[src/rtl/sfr_pkg.sv]
package sfr_pkg;
  localparam int CTRL_W  = 3;
  localparam int DATA_W  = 10;
  localparam int SUB_W   = 3;
  localparam int FRAME_W = CTRL_W + DATA_W + SUB_W;
  localparam int CNT_W   = $clog2(FRAME_W) + 1;

  typedef struct packed {
    logic [CTRL_W-1:0] ctrl;
    logic [DATA_W-1:0] data;
    logic [SUB_W-1:0]  sub;
  } frame_t;

  typedef enum logic {
    LAUNCH_FALL = 1'b0,
    LAUNCH_RISE = 1'b1
  } launch_e;
endpackage

[src/rtl/sfr_sync.sv]
module sfr_sync #(
  parameter int             W       = 1,
  parameter int             STAGES  = 2,
  parameter logic [W-1:0]   RST_VAL = '0
) (
  input  logic         clk,
  input  logic         rst_n,
  input  logic [W-1:0] async_i,
  output logic [W-1:0] sync_o
);
  for (genvar i = 0; i < W; i++) begin : g_bit
    logic [STAGES-1:0] stg_q;
    logic [STAGES-1:0] stg_d;

    always_comb stg_d = {stg_q[STAGES-2:0], async_i[i]};

    always_ff @(posedge clk or negedge rst_n) begin
      if (!rst_n) stg_q <= {STAGES{RST_VAL[i]}};
      else        stg_q <= stg_d;
    end

    assign sync_o[i] = stg_q[STAGES-1];
  end
endmodule

[src/rtl/sfr_edge.sv]
module sfr_edge (
  input  logic clk,
  input  logic rst_n,
  input  logic cs_sync_i,
  input  logic sclk_sync_i,
  output logic sclk_rise_o,
  output logic sclk_fall_o,
  output logic cs_fall_o,
  output logic cs_rise_o
);
  logic cs_prev_q, sclk_prev_q;

  always_ff @(posedge clk or negedge rst_n) begin
    if (!rst_n) begin
      cs_prev_q   <= 1'b1;
      sclk_prev_q <= 1'b0;
    end else begin
      cs_prev_q   <= cs_sync_i;
      sclk_prev_q <= sclk_sync_i;
    end
  end

  assign sclk_rise_o = sclk_sync_i & ~sclk_prev_q;
  assign sclk_fall_o = ~sclk_sync_i & sclk_prev_q;
  assign cs_fall_o   = ~cs_sync_i & cs_prev_q;
  assign cs_rise_o   = cs_sync_i & ~cs_prev_q;
endmodule

[src/rtl/sfr_shifter.sv]
module sfr_shifter
  import sfr_pkg::*;
(
  input  logic               clk,
  input  logic               rst_n,
  input  logic               shift_en_i,
  input  logic               din_i,
  input  logic               cs_fall_i,
  input  logic               cs_rise_i,
  output logic [FRAME_W-1:0] shreg_o,
  output logic               frame_valid_o,
  output logic [FRAME_W-1:0] frame_word_o
);
  logic [FRAME_W-1:0] shreg_q, shreg_d;
  logic [CNT_W-1:0]   cnt_q, cnt_d;
  logic               valid_q, valid_d;
  logic [FRAME_W-1:0] word_q, word_d;
  logic               word_en;

  always_comb begin
    shreg_d = shreg_q;
    if (shift_en_i) shreg_d = {shreg_q[FRAME_W-2:0], din_i};
  end

  always_comb begin
    cnt_d = cnt_q;
    if (cs_fall_i)                        cnt_d = shift_en_i ? CNT_W'(1) : '0;
    else if (shift_en_i && (cnt_q != '1)) cnt_d = cnt_q + CNT_W'(1);
  end

  always_comb begin
    word_en = cs_rise_i && (cnt_q == CNT_W'(FRAME_W));
    valid_d = word_en;
    word_d  = word_en ? shreg_q : word_q;
  end

  always_ff @(posedge clk or negedge rst_n) begin
    if (!rst_n) begin
      shreg_q <= '0;
      cnt_q   <= '0;
      valid_q <= 1'b0;
      word_q  <= '0;
    end else begin
      shreg_q <= shreg_d;
      cnt_q   <= cnt_d;
      valid_q <= valid_d;
      word_q  <= word_d;
    end
  end

  assign shreg_o       = shreg_q;
  assign frame_valid_o = valid_q;
  assign frame_word_o  = word_q;
endmodule

[src/rtl/sfr_dout.sv]
module sfr_dout
  import sfr_pkg::*;
(
  input  logic    clk,
  input  logic    rst_n,
  input  logic    cs_active_i,
  input  logic    cs_fall_i,
  input  logic    sclk_rise_i,
  input  logic    sclk_fall_i,
  input  launch_e mode_i,
  input  logic    msb_i,
  input  logic    next_msb_i,
  output logic    dout_o
);
  logic dout_q, dout_d;

  always_comb begin
    dout_d = dout_q;
    if (!cs_active_i)                              dout_d = 1'b0;
    else if (cs_fall_i)                            dout_d = msb_i;
    else if ((mode_i == LAUNCH_RISE) && sclk_rise_i) dout_d = next_msb_i;
    else if ((mode_i == LAUNCH_FALL) && sclk_fall_i) dout_d = msb_i;
  end

  always_ff @(posedge clk or negedge rst_n) begin
    if (!rst_n) dout_q <= 1'b0;
    else        dout_q <= dout_d;
  end

  assign dout_o = dout_q;
endmodule

[src/rtl/sfr_frame_rx.sv]
module sfr_frame_rx
  import sfr_pkg::*;
#(
  parameter int SYNC_STAGES = 2
) (
  input  logic               clk,
  input  logic               rst_n,
  input  logic               sclk_i,
  input  logic               cs_n_i,
  input  logic               din_i,
  input  logic               dout_mode_i,
  output logic               dout_o,
  output logic               frame_valid_o,
  output logic [FRAME_W-1:0] frame_word_o,
  output logic [CTRL_W-1:0]  frame_ctrl_o,
  output logic [DATA_W-1:0]  frame_data_o,
  output logic [SUB_W-1:0]   frame_sub_o
);
  logic [2:0]         sync_bus;
  logic               cs_sync, sclk_sync, din_sync;
  logic               sclk_rise, sclk_fall, cs_fall, cs_rise;
  logic [FRAME_W-1:0] shreg;
  frame_t             fr;

  sfr_sync #(.W(3), .STAGES(SYNC_STAGES), .RST_VAL(3'b100)) u_sync (
    .clk     (clk),
    .rst_n   (rst_n),
    .async_i ({cs_n_i, sclk_i, din_i}),
    .sync_o  (sync_bus)
  );

  assign {cs_sync, sclk_sync, din_sync} = sync_bus;

  sfr_edge u_edge (
    .clk         (clk),
    .rst_n       (rst_n),
    .cs_sync_i   (cs_sync),
    .sclk_sync_i (sclk_sync),
    .sclk_rise_o (sclk_rise),
    .sclk_fall_o (sclk_fall),
    .cs_fall_o   (cs_fall),
    .cs_rise_o   (cs_rise)
  );

  sfr_shifter u_shift (
    .clk           (clk),
    .rst_n         (rst_n),
    .shift_en_i    (sclk_rise & ~cs_sync),
    .din_i         (din_sync),
    .cs_fall_i     (cs_fall),
    .cs_rise_i     (cs_rise),
    .shreg_o       (shreg),
    .frame_valid_o (frame_valid_o),
    .frame_word_o  (frame_word_o)
  );

  sfr_dout u_dout (
    .clk         (clk),
    .rst_n       (rst_n),
    .cs_active_i (~cs_sync),
    .cs_fall_i   (cs_fall),
    .sclk_rise_i (sclk_rise),
    .sclk_fall_i (sclk_fall),
    .mode_i      (launch_e'(dout_mode_i)),
    .msb_i       (shreg[FRAME_W-1]),
    .next_msb_i  (shreg[FRAME_W-2]),
    .dout_o      (dout_o)
  );

  assign fr           = frame_t'(frame_word_o);
  assign frame_ctrl_o = fr.ctrl;
  assign frame_data_o = fr.data;
  assign frame_sub_o  = fr.sub;
endmodule

[config.mk]
export PLATFORM = sky130hd
export DESIGN_NAME = sfr_frame_rx
export DESIGN_NICKNAME = d
export VERILOG_FILES = /design/src/rtl/sfr_pkg.sv /design/src/rtl/sfr_sync.sv /design/src/rtl/sfr_edge.sv /design/src/rtl/sfr_shifter.sv /design/src/rtl/sfr_dout.sv /design/src/rtl/sfr_frame_rx.sv
export SDC_FILE = /design/constraint.sdc
export NUM_CORES = 1
export LEC_CHECK = 0
export ABC_CLOCK_PERIOD_IN_PS = 2250
export BUFFER_PORTS_ARGS = -buffer_cell sky130_fd_sc_hd__buf_4
export CELL_PAD_IN_SITES_DETAIL_PLACEMENT = 1
export CELL_PAD_IN_SITES_GLOBAL_PLACEMENT = 2
export CORE_MARGIN = 2
export CORE_UTILIZATION = 34
export DETAILED_ROUTE_END_ITERATION = 10
export GPL_TIMING_DRIVEN = 0
export MAX_ROUTING_LAYER = met4
export PLACE_DENSITY = 0.83
export SETUP_SLACK_MARGIN = 0.2
export SLEW_MARGIN = 25
export SYNTH_ARGS = -nofsm -noshare
export SYNTH_HDL_FRONTEND = slang
export SYNTH_SLANG_ARGS = --single-unit
[constraint.sdc]
create_clock -name clk -period 2.25 [get_ports clk]
set_input_delay 0.1125 -clock clk [delete_from_list [all_inputs] [get_ports clk]]
set_output_delay 0.1125 -clock clk [all_outputs]
set_load 0.005 [all_outputs]
==> results.sh, run 1 <==
export IMPL_power_leakage_uw=0.00134
export IMPL_grt_overflow_total=0
export IMPL_hp_start="dout_mode_i"
export IMPL_top_layer_used="met4"
export IMPL_syn2layout_area_growth_pct=27.3
export IMPL_crit_family="adder cells"
export IMPL_drt_iter0_drc=53
export IMPL_hpwl_microns=2710
export IMPL_postSynthRegisterBits=47
export IMPL_fmax_ghz=0.534
export IMPL_dieArea_sq_mm=0.00639
export IMPL_ys_types=31
export IMPL_die_x_microns=80.0
export IMPL_critPathMostFrequentCell="ha_1"
export IMPL_slew_headroom=0.605
export IMPL_cts_sinks=47
export IMPL_worst_pin_slew_ns=0.592
export IMPL_critPathKind="flop to flop"
export IMPL_r2r_slack_ns=0.38
export IMPL_fin_area_sq_mm=0.00250
export IMPL_grtUsageTotal=0.138
export IMPL_cts_root_buf="clkbuf_8"
export IMPL_wl_met2_microns=2010
export IMPL_io_buffers=39
export IMPL_setup_viol=0
export IMPL_routed_wl_microns=3950
export IMPL_fill_cells=654
export IMPL_drc=0
export IMPL_end_kind="flop"
export IMPL_synth_area_sq_mm=0.00196
export IMPL_grt_max_degree=48
export IMPL_min_period_ns=1.87
export IMPL_syn_instance_count=172
export IMPL_slew_viol_final=0
export IMPL_cp_arrival_ns=2.06
export IMPL_grt_pass1_wl_microns=6610
export IMPL_clockBufferDepth=2
export IMPL_period_share=0.832
export IMPL_routabilityCongestion=0.716
export IMPL_dr_pass1_iters=4
export IMPL_grt_pass1_vias=1355
export IMPL_die_y_microns=80.0
export IMPL_yosysSeqAreaShare=0.601
export IMPL_critPathSlowestCell="dfrtp_1"
export IMPL_hold_viol=0
export IMPL_rr_startpoint="u_shift.cnt_q[0]$_DFFE_PN0P_"
export IMPL_start_util=0.354
export IMPL_worst_clock_skew_ns=0.00607
export IMPL_peakVddDrop_mv=0.379
export IMPL_cts_inserted_buffers=5
export IMPL_maxCapViolCount=0
export IMPL_crit_path_start="u_shift.cnt_q[0]$_DFFE_PN0P_"
export IMPL_crit_fanout=6
export IMPL_ant_nets=0
export IMPL_r2r_end="u_shift.cnt_q[2]$_DFFE_PN0P_"
export IMPL_viasPerCell=4.58
export IMPL_routed_wl_met3_microns=99
export IMPL_rows=27
export IMPL_r2r_cells=6
export IMPL_grt_antenna_before_repair=0
export IMPL_vias=1356
export IMPL_yosysWarnings=0
export IMPL_min_to="u_dout.dout_o$_DFFE_PN0P_"
export IMPL_start_kind="flop"
export IMPL_drive_gt1_frac=0.402
export IMPL_syn_avg_cell_area_sq_um=11.4
export IMPL_rsz0062_at_grt="false"
export IMPL_ios=40
export IMPL_min_path_cells=3
export IMPL_hold_class="input pin to flop"
export IMPL_status="completed"
export IMPL_core_area_sq_mm=0.00554
export IMPL_path_buf_inv=0
export IMPL_wire_per_inst_microns=13.3
export IMPL_cts_tree="done"
export IMPL_num_antenna_cells=0
export IMPL_cp_slowest_stage_delay_ns=0.42
export IMPL_clkTransAtPathRegs_ns=0.08
export IMPL_placed_area_sq_mm=0.00234
export IMPL_finalSetupTns_ns=0
export IMPL_wirelength_met1_microns=1790
export IMPL_worstPathRequired_ns=2.44
export IMPL_critical_path_cell_chain="ha_1 -> and3_1 -> ha_1 -> nor4b_4 -> a211oi_1 -> a31o_2"
export IMPL_synth_net_count=181
export IMPL_nets=232
export IMPL_htreeDepth=2
export IMPL_p_per_area_mw_per_mm2=617
export IMPL_insertion_delay_ns=0.29
Yosys cell counts:
cell | number | area share
inv_1 | 4 | 0.0077
a311oi_1 | 1 | 0.0045
clkbuf_1 | 3 | 0.0057
nand2b_1 | 1 | 0.0032
o31ai_1 | 3 | 0.011
buf_2 | 1 | 0.0025
a21oi_1 | 3 | 0.0077
dfrtp_1 | 44 | 0.56
nand4_1 | 1 | 0.0032
and4bb_2 | 1 | 0.0064
dfstp_2 | 3 | 0.040
nor2_1 | 3 | 0.0057
nor4b_1 | 1 | 0.0045
ha_1 | 3 | 0.019
nand3_1 | 1 | 0.0025
nand2_1 | 51 | 0.098
or3b_1 | 1 | 0.0045
a211oi_1 | 1 | 0.0038
or4_1 | 1 | 0.0038
nor3b_2 | 1 | 0.0064
buf_4 | 16 | 0.061
and3_1 | 1 | 0.0032
buf_6 | 1 | 0.0057
a2111oi_0 | 1 | 0.0045
nor2b_1 | 2 | 0.0064
a211o_1 | 1 | 0.0045
nor3b_1 | 1 | 0.0038
o21ai_0 | 3 | 0.0077
mux2_2 | 16 | 0.092
a31o_2 | 1 | 0.0045
nand3_2 | 1 | 0.0051
stage by stage:
stage	worst slack [ns]	util	instances	hold slack (ns)	total power [uW]
after floorplan	0.261	-	172	-0.183	996
after global placement	-0.0943	0.423	283	0.159	1040
after detailed placement	-0.0825	0.423	283	0.164	1050
after CTS	0.309	0.449	295	0.123	1570
after global routing	0.246	0.451	296	0.138	1630
final	0.377	0.451	296	0.129	1540
how the worst max path moves through the flow:
| stage | to | depth (start not counted) |
|---|---|---|
| after floorplan | u_shift.cnt_q[2]$_DFFE_PN0P_ | 6 |
| after detailed placement | u_shift.cnt_q[2]$_DFFE_PN0P_ | 6 |
| after CTS | u_shift.cnt_q[2]$_DFFE_PN0P_ | 6 |
| after global placement | u_shift.cnt_q[2]$_DFFE_PN0P_ | 6 |
| after global routing | u_shift.cnt_q[2]$_DFFE_PN0P_ | 6 |
| final | u_shift.cnt_q[2]$_DFFE_PN0P_ | 6 |
final cells by class:
cell class,instances,area [sq um],share of cell area
tap,72,90.1,0.0361
clock inverter,2,16.3,0.00651
inverter,4,15.0,0.00601
multi-input combinational,100,634,0.254
timing repair buffer,44,340,0.136
clock buffer,6,72.6,0.0291
sequential,47,1180,0.472
buffer,21,149,0.0596
power by group:
group	leakage [uW]	switching (uW)	total [uW]	internal, uW
Clock	0.0000418	281	504	223
Combinational	0.000669	60.2	103	42.4
Sequential	0.000627	39.9	935	895
Total	0.00134	381	1540	1160
metal layers:
layer	vias up	track usage
li1	654	-
met1	679	0.167
met2	21	0.226
met3	2	0.0373
met4	0	0.0458
met5	-	-
timing repair:
item                                   4_1_cts  5_1_grt
setup endpoints to repair                    4        5
setup buffers                                0        1
endpoints found under the hold margin       47        0
pin swaps                                    0        1
hold buffers                                 4        0
resized for setup                            2        2
flip-flops by register name, summed over array words and instances, names as in the netlist:
name	flops
u_dout.dout_o	1
u_edge.cs_prev_q	1
u_edge.sclk_prev_q	1
u_shift.cnt_q	5
u_shift.frame_valid_o	1
u_shift.frame_word_o	16
u_shift.shreg_o	16
u_sync.g_bit.stg_q	6
worst reg2reg max path: stages (launching register included):
cell and delay (ns):
dfrtp_1 0.42, ha_1 0.24, and3_1 0.15, ha_1 0.27
nor4b_4 0.34, a211oi_1 0.12, a31o_2 0.23
cell families (layout without fill, tap and decap cells):
group	count (synthesis)	after routing	synth area share
AND/OR/NAND/NOR	67	67	0.156
flip-flops	47	47	0.601
buffers and inverters	25	77	0.0829
multiplexers	16	16	0.0918
AO/OA/AOI/OAI	14	14	0.0485
adder cells (fa/ha/maj)	3	3	0.0191
layout by cell type, fill, tap and decap left out, types with 4 or more instances in the layout:
cell type	instances
mux2_2	16
dfrtp_1	44
clkbuf_8	5
inv_1	4
buf_4	56
dlygate4sd3_1	4
nand2_1	51
Power figures use the tool's default switching activity.
==> run 2, diff against run 1 <==
--- a/config.mk
+++ b/config.mk
@@ -5,16 +5,16 @@
 export SDC_FILE = /design/constraint.sdc
 export NUM_CORES = 1
 export LEC_CHECK = 0
-export ABC_CLOCK_PERIOD_IN_PS = 2250
+export ABC_CLOCK_PERIOD_IN_PS = 1700
 export BUFFER_PORTS_ARGS = -buffer_cell sky130_fd_sc_hd__buf_4
 export CELL_PAD_IN_SITES_DETAIL_PLACEMENT = 1
 export CELL_PAD_IN_SITES_GLOBAL_PLACEMENT = 2
 export CORE_MARGIN = 2
-export CORE_UTILIZATION = 34
+export CORE_UTILIZATION = 31
 export DETAILED_ROUTE_END_ITERATION = 10
 export GPL_TIMING_DRIVEN = 0
 export MAX_ROUTING_LAYER = met4
-export PLACE_DENSITY = 0.83
+export PLACE_DENSITY = 0.8
 export SETUP_SLACK_MARGIN = 0.2
 export SLEW_MARGIN = 25
 export SYNTH_ARGS = -nofsm -noshare
==> constraint.sdc (replaced) <==
create_clock -name clk -period 1.7 [get_ports clk]
set_input_delay 0.085 -clock clk [delete_from_list [all_inputs] [get_ports clk]]
set_output_delay 0.085 -clock clk [all_outputs]
set_load 0.005 [all_outputs]
==> results.sh, run 2 (synthesis results as in run 1) <==
export IMPL_status="finished with violations"
export IMPL_violations="negative setup slack"
export IMPL_final_common_cell="buf_4"
export IMPL_routed_wl_met3_microns=243
export IMPL_peakVddDrop_mv=0.399
export IMPL_dp_cells=286
export IMPL_wl_met2_microns=2270
export IMPL_crit_path_start="u_shift.cnt_q[0]$_DFFE_PN0P_"
export IMPL_drt_iter0_drc=35
export IMPL_ant_nets=0
export IMPL_core_area_sq_mm=0.00603
export IMPL_layout_cells_non_filler=314
export IMPL_cts_inserted_buffers=5
export IMPL_routed_wl_microns=4390
export IMPL_rows=28
export IMPL_grtUsageTotal=0.133
export IMPL_cts_tree="done"
export IMPL_die_y_microns=83.6
export IMPL_rr_startpoint="u_shift.cnt_q[0]$_DFFE_PN0P_"
export IMPL_worst_slack_ns=-0.0383
export IMPL_io_buffers=39
export IMPL_start_kind="flop"
export IMPL_cts_root_buf="clkbuf_8"
export IMPL_drive_gt1_frac=0.515
export IMPL_nets=248
export IMPL_min_path_cells=3
export IMPL_die_x_microns=83.6
export IMPL_syn2layout_area_growth_pct=43.6
export IMPL_fmax_ghz=0.575
export IMPL_cp_arrival_ns=1.93
export IMPL_slew_viol_final=0
export IMPL_rsz0062_at_grt="true"
export IMPL_grt_max_degree=48
export IMPL_worstPathRequired_ns=1.89
export IMPL_hold_viol=0
export IMPL_power_leakage_uw=0.00149
export IMPL_p_per_area_mw_per_mm2=790
export IMPL_routabilityCongestion=0.729
export IMPL_grt_antenna_before_repair=0
export IMPL_hp_start="dout_mode_i"
export IMPL_viasPerCell=4.62
export IMPL_fin_util=0.467
export IMPL_hold_class="input pin to flop"
export IMPL_htreeDepth=2
export IMPL_min_period_ns=1.74
export IMPL_clockBufferDepth=2
export IMPL_slew_headroom=0.602
export IMPL_whs_ns=0.116
export IMPL_critPathKind="flop to flop"
export IMPL_top_layer_used="met4"
export IMPL_grt_pass1_wl_microns=7330
export IMPL_cts_sinks=47
export IMPL_ios=40
export IMPL_setup_viol=11
export IMPL_wirelength_met1_microns=1830
export IMPL_drc=0
export IMPL_clkTransAtPathRegs_ns=0.08
export IMPL_end_kind="flop"
export IMPL_r2r_cells=7
export IMPL_crit_fanout=10
export IMPL_num_antenna_cells=0
export IMPL_wire_per_inst_microns=14.0
export IMPL_grt_overflow_total=0
export IMPL_maxCapViolCount=0
export IMPL_worst_clock_skew_ns=0.00537
export IMPL_final_cell_mix="buf_4 (70), nand2_1 (50), dfrtp_1 (43), mux2_4 (10)"
export IMPL_dieArea_sq_mm=0.00698
export IMPL_insertion_delay_ns=0.30
export IMPL_period_share=1.02
export IMPL_grt_pass1_vias=1527
export IMPL_hpwl_microns=2680
export IMPL_start_util=0.326
export IMPL_dr_pass1_iters=4
export IMPL_worst_pin_slew_ns=0.596
export IMPL_vias=1451
-- run 2: cell types whose count changed in the layout (fill, tap and decap cells not counted), moves of 3 or more --
cell,change
a21oi_1,-3
a21oi_2,+3
buf_4,+14
buf_8,+3
ha_1,-3
mux2_2,-10
mux2_4,+10
-- run 2: worst max-delay path: stages, from the launching register on --
cell and delay [ns]:
dfrtp_1 0.39, buf_4 0.14, inv_1 0.12, ha_4 0.14, and4bb_2 0.25, nand3_4 0.11, buf_8 0.18, mux2_4 0.29
-- run 2: layer usage --
layer	track usage	up-vias
li1	-	684
met3	0.0366	6
met2	0.228	40
met1	0.155	721
met4	0.0352	0
met5	-	-
-- run 2: area by class of cell --
type	instances	area, sq um
plain buffers	21	184
clock buffers	6	72.6
clock inverters	1	30.0
fillers	666	3210
inverters	4	17.5
multi-input cells	100	769
flip-flops and latches	47	1180
well taps	75	93.8
repair buffers	60	468
-- run 2: what timing repair did --
| action | in CTS | in global routing |
|---|---|---|
| pin swaps | 4 | 6 |
| buffers inserted | 10 | 7 |
| gates resized for setup | 18 | 13 |
| hold buffers | 4 | 0 |
| setup endpoints to repair | 32 | 32 |
| endpoints found under the hold margin | 47 | 0 |
-- run 2: path summary, 6_finish.rpt --
kind / to / slack (ns)
max in group asynchronous: u_edge.sclk_prev_q$_DFF_PN0_ / 0.95
worst min-delay path: u_dout.dout_o$_DFFE_PN0P_ / 0.12
worst max-delay path: u_shift.frame_word_o[7]$_DFFE_PN0P_ / -0.04
worst max register to register: u_shift.frame_word_o[7]$_DFFE_PN0P_ / -0.04
min in group asynchronous: u_sync.g_bit[1].stg_q[0]$_DFF_PN0_ / 0.33
worst min register to register: u_sync.g_bit[1].stg_q[1]$_DFF_PN0_ / 0.35
-- run 2: per-stage QoR --
stage / power (uW) / setup TNS, ns / instance area [sq um] / setup slack [ns]
2_1_floorplan: 1320 / 0 / 2050 / 0.0394
3_3_place_gp: 1380 / -1.42 / 2430 / -0.142
3_5_place_dp: 1390 / -1.37 / 2430 / -0.137
4_1_cts: 2230 / 0 / 2710 / 0.0603
5_1_grt: 2340 / -1.52 / 2820 / -0.112
6_report: 2230 / -0.300 / 2820 / -0.0383
-- run 2: power by group --
| part | internal (uW) | total, uW | switching, uW |
|---|---|---|---|
| logic | 94.9 | 201 | 106 |
| clock network | 431 | 789 | 358 |
| registers | 1180 | 1240 | 51.4 |
| total | 1710 | 2230 | 515 |
==> run 3, diff against run 2 <==
--- a/config.mk
+++ b/config.mk
@@ -5,16 +5,15 @@
 export SDC_FILE = /design/constraint.sdc
 export NUM_CORES = 1
 export LEC_CHECK = 0
-export ABC_CLOCK_PERIOD_IN_PS = 1700
+export ABC_CLOCK_PERIOD_IN_PS = 1900
 export BUFFER_PORTS_ARGS = -buffer_cell sky130_fd_sc_hd__buf_4
 export CELL_PAD_IN_SITES_DETAIL_PLACEMENT = 1
 export CELL_PAD_IN_SITES_GLOBAL_PLACEMENT = 2
-export CORE_MARGIN = 2
-export CORE_UTILIZATION = 31
+export CORE_UTILIZATION = 34
 export DETAILED_ROUTE_END_ITERATION = 10
 export GPL_TIMING_DRIVEN = 0
 export MAX_ROUTING_LAYER = met4
-export PLACE_DENSITY = 0.8
+export PLACE_DENSITY = 0.83
 export SETUP_SLACK_MARGIN = 0.2
 export SLEW_MARGIN = 25
 export SYNTH_ARGS = -nofsm -noshare
==> constraint.sdc (replaced) <==
create_clock -name clk -period 1.9 [get_ports clk]
set_input_delay 0.095 -clock clk [delete_from_list [all_inputs] [get_ports clk]]
set_output_delay 0.095 -clock clk [all_outputs]
set_load 0.005 [all_outputs]
==> results.sh, run 3 (synthesis results as in run 1) <==
export IMPL_status="completed"
export IMPL_drive_gt1_frac=0.475
export IMPL_whs_ns=0.159
export IMPL_r2r_slack_ns=0.18
export IMPL_drt_iter0_drc=73
export IMPL_hpwl_microns=2720
export IMPL_cts_sinks=47
export IMPL_r2r_end="u_shift.cnt_q[2]$_DFFE_PN0P_"
export IMPL_cp_arrival_ns=1.91
export IMPL_min_path_cells=3
export IMPL_fill_cells=596
export IMPL_slew_headroom=0.609
export IMPL_die_x_microns=78.0
export IMPL_critPathKind="flop to flop"
export IMPL_wirelength_met1_microns=1880
export IMPL_grt_pass1_wl_microns=6850
export IMPL_worstPathRequired_ns=2.09
export IMPL_min_period_ns=1.72
export IMPL_cts_inserted_buffers=5
export IMPL_ant_nets=0
export IMPL_insertion_delay_ns=0.30
export IMPL_worst_pin_slew_ns=0.587
export IMPL_rsz0062_at_grt="true"
export IMPL_peakVddDrop_mv=0.506
export IMPL_wire_per_inst_microns=14.1
export IMPL_grt_max_degree=48
export IMPL_clockBufferDepth=2
export IMPL_rr_startpoint="u_shift.cnt_q[1]$_DFFE_PN0P_"
export IMPL_end_kind="flop"
export IMPL_grt_overflow_total=0
export IMPL_nets=244
export IMPL_viasPerCell=4.70
export IMPL_grtUsageTotal=0.155
export IMPL_fmax_ghz=0.581
export IMPL_num_antenna_cells=0
export IMPL_dieArea_sq_mm=0.00608
export IMPL_die_y_microns=78.0
export IMPL_worst_clock_skew_ns=0.00827
export IMPL_htreeDepth=2
export IMPL_vias=1447
export IMPL_place_ws_ns=-0.0344
export IMPL_hp_start="dout_mode_i"
export IMPL_final_cell_mix="buf_4 (67), nand2_1 (51), dfrtp_1 (44), mux2_2 (16), clkbuf_8 (6)"
export IMPL_grt_pass1_vias=1380
export IMPL_min_to="u_dout.dout_o$_DFFE_PN0P_"
export IMPL_p_per_area_mw_per_mm2=747
export IMPL_clkTransAtPathRegs_ns=0.08
export IMPL_maxCapViolCount=0
export IMPL_worst_slack_ns=0.180
export IMPL_ios=40
export IMPL_power_leakage_uw=0.00144
export IMPL_slew_viol_final=0
export IMPL_finalPower_uw=2010
export IMPL_hold_viol=0
export IMPL_drc=0
export IMPL_routed_wl_met3_microns=140
export IMPL_io_buffers=39
export IMPL_final_common_cell="buf_4"
export IMPL_hold_class="input pin to flop"
export IMPL_r2r_cells=6
export IMPL_cts_root_buf="clkbuf_8"
export IMPL_start_kind="flop"
export IMPL_routabilityCongestion=0.750
export IMPL_rows=27
export IMPL_period_share=0.905
export IMPL_grt_antenna_before_repair=0
export IMPL_core_area_sq_mm=0.00554
export IMPL_setup_viol=0
export IMPL_dr_pass1_iters=4
export IMPL_wl_met2_microns=2250
export IMPL_start_util=0.354
export IMPL_syn2layout_area_growth_pct=37.2
export IMPL_routed_wl_microns=4340
export IMPL_top_layer_used="met4"
export IMPL_cts_tree="done"
export IMPL_crit_fanout=4
## run 3: cell types whose count changed in the layout (fill, tap and decap cells not counted), moves of 2 or more
cell     change
buf_4        -3
a21oi_1      +3
buf_8        -2
mux2_2      +10
a21oi_2      -3
mux2_4      -10
## run 3: critical path: stages, from the launching register on
cell and delay (ns):
dfrtp_1 0.41, ha_2 0.20, and3_4 0.15, ha_4 0.17, nor4b_4 0.33, a211oi_2 0.12, a31o_2 0.23
## run 3: report_power, final
| part | switching [uW] | internal [uW] | total, uW |
|---|---|---|---|
| Combinational | 82.0 | 68.1 | 150 |
| Sequential | 46.3 | 1060 | 1110 |
| Clock | 329 | 426 | 755 |
| Total | 457 | 1550 | 2010 |
## run 3: routing by layer
layer | vias to the layer above | GRT usage
met3 | 5 | 0.0424
met5 | - | -
met4 | 0 | 0.0611
li1 | 676 | -
met2 | 27 | 0.235
met1 | 739 | 0.196
## run 3: cell type report
| class | count | area (sq um) | share of cell area |
|---|---|---|---|
| plain buffers | 21 | 161 | 0.0599 |
| clock buffers | 6 | 82.6 | 0.0307 |
| clock inverters | 2 | 35.0 | 0.0130 |
| inverters | 4 | 15.0 | 0.00558 |
| multi-input cells | 100 | 681 | 0.253 |
| flip-flops and latches | 47 | 1180 | 0.438 |
| well taps | 72 | 90.1 | 0.0335 |
| repair buffers | 56 | 448 | 0.166 |
## run 3: worst max path at each step
stage | to | cells past startpoint | startpoint
3_5_place_dp | u_shift.frame_word_o[12]$_DFFE_PN0P_ | 6 | u_shift.cnt_q[0]$_DFFE_PN0P_
3_3_place_gp | u_shift.frame_word_o[12]$_DFFE_PN0P_ | 6 | u_shift.cnt_q[0]$_DFFE_PN0P_
6_report | u_shift.cnt_q[2]$_DFFE_PN0P_ | 6 | u_shift.cnt_q[1]$_DFFE_PN0P_
2_1_floorplan | u_shift.cnt_q[2]$_DFFE_PN0P_ | 6 | u_shift.cnt_q[0]$_DFFE_PN0P_
4_1_cts | u_shift.frame_word_o[12]$_DFFE_PN0P_ | 6 | u_shift.cnt_q[0]$_DFFE_PN0P_
5_1_grt | u_shift.cnt_q[1]$_DFFE_PN0P_ | 7 | u_shift.cnt_q[1]$_DFFE_PN0P_
## run 3: timing repair
action                                 in CTS  in global routing
cloned                                      0                  1
setup endpoints to repair                  23                 25
setup buffers                               6                  6
endpoints found under the hold margin      47                  0
resized for setup                           7                  8
hold buffers                                4                  0
pin swaps                                   4                  3
## run 3: metrics by stage
step | util | area, sq um | std cells | setup TNS (ns)
2_1_floorplan | - | 1990 | 172 | 0
3_3_place_gp | 0.429 | 2370 | 283 | 0
3_5_place_dp | 0.429 | 2370 | 283 | -0.170
4_1_cts | 0.470 | 2600 | 301 | 0
5_1_grt | 0.486 | 2690 | 308 | 0
6_report | 0.486 | 2690 | 308 | 0
